--- src/rtl/pairreg_pkg.sv ---
package pairreg_pkg;
  typedef enum logic [2:0] {
    OP_IDLE = 3'd0,
    OP_WRB  = 3'd1,
    OP_LDP  = 3'd2,
    OP_INC  = 3'd3,
    OP_DEC  = 3'd4,
    OP_XCHG = 3'd5,
    OP_ADD  = 3'd6,
    OP_RSV  = 3'd7
  } op_e;

  localparam int NPAIR = 3;
  localparam int NREG  = 2 * NPAIR;
  localparam int BSEL_W = 3;
  localparam int PSEL_W = 2;

  localparam logic [PSEL_W-1:0] PAIR_BC = 2'd0;
  localparam logic [PSEL_W-1:0] PAIR_DE = 2'd1;
  localparam logic [PSEL_W-1:0] PAIR_HL = 2'd2;
endpackage

--- src/rtl/pairreg_arith.sv ---
module pairreg_arith #(
  parameter int PW = 16
) (
  input  logic [PW-1:0] opnd_i,
  input  logic [PW-1:0] hl_i,
  output logic [PW-1:0] inc_o,
  output logic [PW-1:0] dec_o,
  output logic [PW-1:0] sum_o,
  output logic          carry_o
);
  logic [PW:0] wide_sum;

  always_comb begin
    inc_o    = opnd_i + PW'(1);
    dec_o    = opnd_i - PW'(1);
    wide_sum = {1'b0, hl_i} + {1'b0, opnd_i};
    sum_o    = wide_sum[PW-1:0];
    carry_o  = wide_sum[PW];
  end
endmodule

--- src/rtl/pairreg_rdport.sv ---
module pairreg_rdport #(
  parameter int BW   = 8,
  parameter int NR   = 6,
  parameter int SW   = 3
) (
  input  logic [NR*BW-1:0] regs_i,
  input  logic [SW-1:0]    sel_i,
  output logic [BW-1:0]    dat_o
);
  always_comb begin
    dat_o = '0;
    for (int i = 0; i < NR; i++) begin
      if (sel_i == SW'(i)) dat_o = regs_i[i*BW +: BW];
    end
  end
endmodule

--- src/rtl/pairreg_bank.sv ---
module pairreg_bank
  import pairreg_pkg::*;
#(
  parameter int BW = 8,
  localparam int PW = 2 * BW
) (
  input  logic              clk,
  input  logic              rst_n,
  input  op_e               op_i,
  input  logic [BSEL_W-1:0] bsel_i,
  input  logic [PSEL_W-1:0] psel_i,
  input  logic [BW-1:0]     wd8_i,
  input  logic [PW-1:0]     wd16_i,
  input  logic [PW-1:0]     inc_i,
  input  logic [PW-1:0]     dec_i,
  input  logic [PW-1:0]     sum_i,
  input  logic [PW-1:0]     de_i,
  input  logic [PW-1:0]     hl_i,
  output logic [NREG*BW-1:0] regs_o
);
  logic [PW-1:0] word_nxt;
  logic          word_op;

  always_comb begin
    word_op  = 1'b1;
    word_nxt = wd16_i;
    case (op_i)
      OP_LDP:  word_nxt = wd16_i;
      OP_INC:  word_nxt = inc_i;
      OP_DEC:  word_nxt = dec_i;
      default: word_op  = 1'b0;
    endcase
  end

  for (genvar i = 0; i < NREG; i++) begin : g_reg
    localparam int  P  = i / 2;
    localparam bit  HI = (i % 2) == 0;
    logic          byte_hit;
    logic          pair_hit;
    logic [PW-1:0] pair_val;
    logic          en;
    logic [BW-1:0] d;
    logic [BW-1:0] q;

    always_comb begin
      byte_hit = (op_i == OP_WRB) && (bsel_i == BSEL_W'(i));
      pair_hit = 1'b0;
      pair_val = word_nxt;
      if (word_op && (psel_i == PSEL_W'(P))) begin
        pair_hit = 1'b1;
      end else if ((op_i == OP_ADD) && (PSEL_W'(P) == PAIR_HL)) begin
        pair_hit = 1'b1;
        pair_val = sum_i;
      end else if ((op_i == OP_XCHG) && (PSEL_W'(P) == PAIR_HL)) begin
        pair_hit = 1'b1;
        pair_val = de_i;
      end else if ((op_i == OP_XCHG) && (PSEL_W'(P) == PAIR_DE)) begin
        pair_hit = 1'b1;
        pair_val = hl_i;
      end
      en = byte_hit | pair_hit;
      if (byte_hit)  d = wd8_i;
      else if (HI)   d = pair_val[PW-1:BW];
      else           d = pair_val[BW-1:0];
    end

    always_ff @(posedge clk or negedge rst_n) begin
      if (!rst_n)  q <= '0;
      else if (en) q <= d;
    end

    assign regs_o[i*BW +: BW] = q;
  end
endmodule

--- src/rtl/pairreg_file.sv ---
module pairreg_file
  import pairreg_pkg::*;
#(
  parameter int BYTE_W = 8
) (
  input  logic              clk,
  input  logic              rst_n,
  input  logic [2:0]        op_i,
  input  logic [2:0]        bsel_i,
  input  logic [1:0]        psel_i,
  input  logic [BYTE_W-1:0] wdat8_i,
  input  logic [2*BYTE_W-1:0] wdat16_i,
  input  logic [2:0]        rsel_a_i,
  input  logic [2:0]        rsel_b_i,
  output logic [BYTE_W-1:0] rdat_a_o,
  output logic [BYTE_W-1:0] rdat_b_o,
  output logic              carry_o,
  output logic              carry_upd_o
);
  localparam int PW = 2 * BYTE_W;

  logic [1:0]             rst_sync;
  logic                   rst_core_n;
  op_e                    op;
  logic [NREG*BYTE_W-1:0] regs;
  logic [PW-1:0]          pair_bc, pair_de, pair_hl, pair_sel;
  logic [PW-1:0]          inc_v, dec_v, sum_v;
  logic                   add_cy;

  always_ff @(posedge clk or negedge rst_n) begin
    if (!rst_n) rst_sync <= 2'b00;
    else        rst_sync <= {rst_sync[0], 1'b1};
  end
  assign rst_core_n = rst_sync[1];

  assign op = op_e'(op_i);

  assign pair_bc = {regs[0*BYTE_W +: BYTE_W], regs[1*BYTE_W +: BYTE_W]};
  assign pair_de = {regs[2*BYTE_W +: BYTE_W], regs[3*BYTE_W +: BYTE_W]};
  assign pair_hl = {regs[4*BYTE_W +: BYTE_W], regs[5*BYTE_W +: BYTE_W]};

  always_comb begin
    case (psel_i)
      PAIR_BC: pair_sel = pair_bc;
      PAIR_DE: pair_sel = pair_de;
      PAIR_HL: pair_sel = pair_hl;
      default: pair_sel = '0;
    endcase
  end

  pairreg_arith #(.PW(PW)) u_arith (
    .opnd_i  (pair_sel),
    .hl_i    (pair_hl),
    .inc_o   (inc_v),
    .dec_o   (dec_v),
    .sum_o   (sum_v),
    .carry_o (add_cy)
  );

  pairreg_bank #(.BW(BYTE_W)) u_bank (
    .clk    (clk),
    .rst_n  (rst_core_n),
    .op_i   (op),
    .bsel_i (bsel_i),
    .psel_i (psel_i),
    .wd8_i  (wdat8_i),
    .wd16_i (wdat16_i),
    .inc_i  (inc_v),
    .dec_i  (dec_v),
    .sum_i  (sum_v),
    .de_i   (pair_de),
    .hl_i   (pair_hl),
    .regs_o (regs)
  );

  logic [2:0]        rsel [2];
  logic [BYTE_W-1:0] rdat [2];
  assign rsel[0] = rsel_a_i;
  assign rsel[1] = rsel_b_i;

  for (genvar k = 0; k < 2; k++) begin : g_rd
    pairreg_rdport #(.BW(BYTE_W), .NR(NREG), .SW(BSEL_W)) u_rd (
      .regs_i (regs),
      .sel_i  (rsel[k]),
      .dat_o  (rdat[k])
    );
  end
  assign rdat_a_o = rdat[0];
  assign rdat_b_o = rdat[1];

  assign carry_upd_o = (op == OP_ADD);
  assign carry_o     = carry_upd_o & add_cy;
endmodule

--- config.mk ---
export PLATFORM = sky130hd
export DESIGN_NAME = pairreg_file
export DESIGN_NICKNAME = d
export VERILOG_FILES = /design/src/rtl/pairreg_pkg.sv /design/src/rtl/pairreg_arith.sv /design/src/rtl/pairreg_rdport.sv /design/src/rtl/pairreg_bank.sv /design/src/rtl/pairreg_file.sv
export SDC_FILE = /design/constraint.sdc
export NUM_CORES = 1
export LEC_CHECK = 0
export BUFFER_PORTS_ARGS = -buffer_cell sky130_fd_sc_hd__buf_2
export CAP_MARGIN = 20
export CORE_ASPECT_RATIO = 1.1
export CORE_MARGIN = 10
export CORE_UTILIZATION = 50
export DETAILED_ROUTE_END_ITERATION = 8
export GPL_TIMING_DRIVEN = 0
export PLACE_DENSITY_LB_ADDON = 0.25
export SYNTH_ARGS = -nofsm -noshare
export SYNTH_HDL_FRONTEND = slang
export SYNTH_HIERARCHICAL = 1
export SYNTH_SLANG_ARGS = --single-unit
--- constraint.sdc ---
create_clock -name clk -period 4.8 [get_ports clk]
set_clock_uncertainty 0.15 [all_clocks]
set_input_delay 0.48 -clock clk [delete_from_list [all_inputs] [get_ports clk]]
set_output_delay 0.48 -clock clk [all_outputs]
set_load 0.01 [all_outputs]
== Yosys cells after proc, flatten, opt, wreduce, memory -nomap -nowiden ==
Cells that the tools add are included.

* Reduce and logical (&&, ||, !) cells: 14
* Bitwise logic cells: 7
* Add/subtract/negate cells: 3
* Equal/unequal tests: 23
* Muxes and demuxes: 31

{| class="wikitable"
|+ Operators with widths
! operator !! count
|-
| $mux 8 || 18
|-
| $mux 16 || 5
|-
| $pmux 16 s3 || 1
|-
| $pmux 16 s2 || 1
|-
| $eq 3x3->1 const B || 9
|-
| $eq 3x2->1 const B || 8
|-
| $add 16x16->17 || 1
|-
| $add 16x1->16 const B || 1
|-
| $sub 16x1->16 const B || 1
|-
| $eq 3x1->1 const B || 4
|-
| $logic_and 1x1->1 || 9
|-
| $logic_not 3->1 || 3
|-
| $mux 1 || 6
|-
| $or 1x1->1 || 6
|-
| $reduce_or 3->1 || 1
|-
| $eq 2x1->1 const B || 1
|-
| $eq 2x2->1 const B || 1
|-
| $logic_not 2->1 || 1
|-
| $and 1x1->1 || 1
|}

* Output and inout bits: 18
* Register bits: 50

== Logic depth before layout (Yosys ltp) ==
* Word-level depth: 8
* Gate-level depth with buffers: 16
* Mapped depth without buffers: 13

== Modules after synthesis ==
The synthesis kept the hierarchy.

{| class="wikitable"
|+ By module, submodules not included
! module !! times used !! seq. area each (um^2) !! area each (um^2) !! cells an instance
|-
| pairreg_bank || 1 || 1201.2 || 3851.2 || 438
|-
| pairreg_arith || 1 || 0.0 || 1332.5 || 190
|-
| pairreg_rdport || 2 || 0.0 || 457.9 || 47
|-
| pairreg_file || 1 || 50.0 || 450.4 || 45
|}

== Worst setup path before layout ==
No wires, ideal clock.

* Path type: input-to-reg
* Start: input port psel_i[1]
* End: register u_bank.g_reg[4].q[6]
* Required time: 4.524 ns
* Stages on the path: 15
* Arrival time: 3.382 ns
* Buffers on the path: 2
* Library setup time: 0.126 ns
* Slack: 1.142 ns
* Path through: buf_6 -> nor2b_4 -> buf_6 -> o2bb2ai_1 -> ha_1 -> fa_1 -> a21oi_1 -> o21ai_0 -> a2111oi_2 -> o31ai_1 -> o211a_1 -> and3b_1 -> o21ai_0 -> a32oi_1 -> a221o_1

* Elaborated cells between the ends (all ways): 15

{| class="wikitable"
|+ RTL lines
! what !! line !! RTL
|-
| from (decl) || pairreg_file.sv:10 || <nowiki>input logic [1:0] psel_i,</nowiki>
|-
| $eq 2x2->1, or another cell as far along || pairreg_file.sv:43 || <nowiki>case (psel_i)</nowiki>
|-
| $pmux 16 s3 (*) || pairreg_file.sv:43 ||
|-
| net pair_sel[0] || pairreg_file.sv:26 || <nowiki>logic [PW-1:0] pair_bc, pair_de, pair_hl, pair_sel;</nowiki>
|-
| $add 16x16->17 (*) || pairreg_arith.sv:16 || <nowiki>wide_sum = {1'b0, hl_i} + {1'b0, opnd_i};</nowiki>
|-
| net sum_v[14] || pairreg_file.sv:27 || <nowiki>logic [PW-1:0] inc_v, dec_v, sum_v;</nowiki>
|-
| $mux 16 (*) (2 in a row) || n/a ||
|-
| $mux 8 (*) || pairreg_bank.sv:62 || <nowiki>if (byte_hit) d = wd8_i;</nowiki>
|-
| to (signal assigned) || pairreg_bank.sv:68 || <nowiki>if (!rst_n) q <= '0;</nowiki>
|-
| to (signal assigned) || pairreg_bank.sv:69 || <nowiki>else if (en) q <= d;</nowiki>
|-
| to (decl) || pairreg_bank.sv:43 || <nowiki>logic [BW-1:0] q;</nowiki>
|}

Mark *: on every way through the listed nets, which the timed path passes. The rest lies on a longest branch.
A chain may end at the register's enable or synchronous reset.

== Final worst setup path ==
* Start: input port psel_i[0]
* End: output port carry_o

* Cells in the longest elaborated chain, start to end: 4
* Elaborated cells between the ends (all ways): 6

{| class="wikitable"
|+ Ends and longest elaborated chain
! what !! line !! RTL
|-
| $eq 2x2->1, or another cell as far along || pairreg_file.sv:43 ||
|-
| $pmux 16 s3 (*) || pairreg_file.sv:43 ||
|-
| net pair_sel[11] || pairreg_file.sv:26 ||
|-
| $add 16x16->17 (*) || pairreg_arith.sv:16 ||
|-
| net add_cy || pairreg_file.sv:28 || <nowiki>logic add_cy;</nowiki>
|-
| $and 1x1->1 (*) || pairreg_file.sv:92 || <nowiki>assign carry_o = carry_upd_o & add_cy;</nowiki>
|-
| to (decl) || pairreg_file.sv:17 || <nowiki>output logic carry_o,</nowiki>
|}

Marked as above.

==> reports/qor.txt <==
Max-Cap Viols - 0
Net Count, Synth - 826
Crit Path Max Fanout - 10
slowest cell on the critical path - o2bb2ai_1
syn_area_per_cell - 8.54 um^2
GR Overflow Total - 0
clock share of power - 0.162
setup TNS - 0 ns
DR vias/cell - 7.09
cells after synthesis - 767
final WL - 26600 um
RSZ-0062 raised after global routing - no
final cell count without fillers - 985
largest net degree at the start of global routing - 27
Most common cell on crit path - buf_2
combinational power share - 0.522
CTS max path bufs - 2
YS warnings - 6
leakage power - 3.13 nW
slowest stage delay, CP - 0.83 ns
ys async rst share - 1.00
Top FF cell, synth - dfrtp_1
maximum VDD drop - 0.155 mV
Die Width - 129 um
sequential element share of the synthesized area - 0.191
fin area - 0.00720 mm^2
period utilisation layout - 0.921
layout cell share with drive strength beyond 1 - 0.169
mapped cell area - 0.00655 mm^2
total power draw - 2.52 mW
register bit total from synthesis - 50
first-pass GRT wire length - 39700 um
critical path arrival - 3.79 ns
vias in the first global route - 6546
Post-CTS Setup Bufs - 0
crit end category - output pin
Final min period - 4.42 ns
Net Sw Frac - 0.473
Placed Cells - 976
H-tree levels - 2
Pwr Density - 350 mW/mm^2
area delta synth->final - 9.95%
Critical Path RT - 4.17 ns
IO Count - 58
port bufs - 51
CTS tree - built
initial antenna violation count - 0
Inserted Diodes - 0
drt pass-1 iters - 5
critical path class - in -> out
num rows - 43
core area - 0.0127 mm^2
fmax - 226 MHz
detailed placer's ending HPWL - 21300 um
Die Ht - 140 um
fillers - 1209
Flop pwr share - 0.315
final slew viol count - 0
Num CTS Buffers - 5
Worst-Margin Slew - 1.03 ns
CTS sink cnt - 50
Cell variety after synth - 78
Clk Latency, worst-skew pair - 0.30 ns
DR iter-0 viols - 920
pre-CTS WS - 0.382 ns
Remaining DRCs - 0
worst reg2reg path depth - 12
status - complete, no violations
routed vias - 6985
CTS clk-pin slew, worst paths - 0.07 ns
cell breakdown of the critical path - buf_2, buf_6, buf_8, mux2i_1, o2bb2ai_1, ha_1, a21oi_1, o21a_1, a21boi_0, a31oi_1, a311o_1, nor3b_1, buf_2
fin nets - 886
dpl cell area - 0.00702 mm^2
Post-synth EDFFs - 0
Final Hold Fails - 0
Total GRT Usage - 0.283
min-delay worst type - reg -> async
critical path launch point type - input port
die area - 0.0181 mm^2
Final WS setup - 0.381 ns
Root Buffer - clkbuf_16
Psw - 1.19 mW
relative slew slack - 0.316
antenna viol nets, final - 0
Final GP Congestion - 0.975
Initial Util - 0.516
Pint - 1.33 mW
setup violators final - 0
Avg WL per Cell - 27.0 um
path summary, 6_finish.rpt:
kind,start,endpoint,slack (ns)
worst max-delay path,psel_i[0],carry_o,0.38
worst min-delay path,rst_sync[1],u_bank/g_reg[0].q[5],0.09
worst max register to register,u_bank/g_reg[3].q[4],u_bank/g_reg[4].q[6],0.72
worst min register to register,rst_sync[1],u_bank/g_reg[0].q[5],0.09
max in group asynchronous,rst_sync[1],u_bank/g_reg[1].q[0],3.88
min in group clk,rst_sync[0],rst_sync[1],0.21
final cells by class:
cell class	instances	area, um^2	share of cell area
plain buffers	65	444	0.0617
clock buffers	5	125	0.0174
clock inverters	3	43.8	0.00608
inverters	11	41.3	0.00573
multi-input cells	641	4810	0.668
flip-flops and latches	50	1250	0.174
well taps	157	196	0.0273
repair buffers	53	285	0.0396
layer usage:
metal,vias up,GRT usage,wire length [um]
met1,3362,0.377,10900
met4,0,0.129,1080
li1,3096,-,-
met2,459,0.441,12100
met5,-,0,0
met3,68,0.0389,2510
power groups by stage:
stage / Combinational, mW / Clock, mW / Sequential [mW]
2_1_floorplan: 0.961 / 0 / 0.645
3_3_place_gp: 1.23 / 0 / 0.784
3_5_place_dp: 1.28 / 0 / 0.784
4_1_cts: 1.28 / 0.411 / 0.779
5_1_grt: 1.43 / 0.432 / 0.799
6_report: 1.32 / 0.410 / 0.795
per-stage QoR:
stage	utilization	hold WS [ns]
floorplan	-	0.0344
global placement	0.551	0.115
detailed placement	0.553	0.104
CTS	0.567	0.104
global route	0.567	0.134
finish	0.567	0.0896
cells by family (layout without fill, tap and decap cells):
logic type,count (synthesis),count (layout),share of synthesized area
simple gates,265,265,0.259
compound gates,253,253,0.288
buf+inv,76,137,0.0741
mux,64,64,0.0978
flops,50,50,0.191
xor+xnor,39,39,0.0521
fa+ha+maj,19,19,0.0374
other cells,1,1,0.000573
registers in the layout, summed over array words and instances, names as in the netlist:
register / flops
rst_sync: 2
u_bank/g.q: 48
cell usage after synthesis (all sizes together) (18+ instances only):
library cell / number / area [um^2]
a21oi: 34 / 181
a32oi: 32 / 295
and3b: 49 / 429
buf: 44 / 364
clkbuf: 21 / 80.1
dfrtp: 50 / 1250
ha: 18 / 225
mux2i: 64 / 641
nand2: 43 / 161
nand3: 19 / 95.1
nor2: 31 / 124
nor2b: 21 / 139
nor3: 26 / 140
nor4: 20 / 170
o21a: 20 / 150
o21ai: 63 / 323
xnor2: 19 / 166
xor2: 20 / 175
layout by cell type, fill, tap and decap left out, types with 11 or more instances in the layout:
| cell type | count |
|---|---|
| buf_2 | 67 |
| mux2i_1 | 64 |
| o21ai_0 | 57 |
| dfrtp_1 | 49 |
| and3b_1 | 49 |
| nand2_1 | 43 |
| a21oi_1 | 31 |
| a32oi_1 | 30 |
| nor2_1 | 28 |
| nor3_1 | 24 |
| clkbuf_1 | 20 |
| o21a_1 | 20 |
| nor2b_1 | 20 |
| xor2_1 | 20 |
| nand3_1 | 19 |
| xnor2_1 | 19 |
| ha_1 | 18 |
| nor4_1 | 17 |
| o2bb2ai_1 | 16 |
| a221o_1 | 16 |
| o22ai_1 | 16 |
| buf_6 | 12 |
| inv_1 | 11 |
| and3_1 | 11 |
critical path, delay by kind of cell:
kind	cells	cell delay, ns
buf+inv	4	0.58
compound gates	6	2.00
simple gates	1	0.16
fa+ha+maj	1	0.43
mux	1	0.13
timing repair:
action | 4_1_cts | 5_1_grt
hold endpoints to repair | 2 | 0
hold buffers | 1 | 0
gates resized for setup | 0 | 0
No activity file was read; power rests on OpenSTA's default activity.
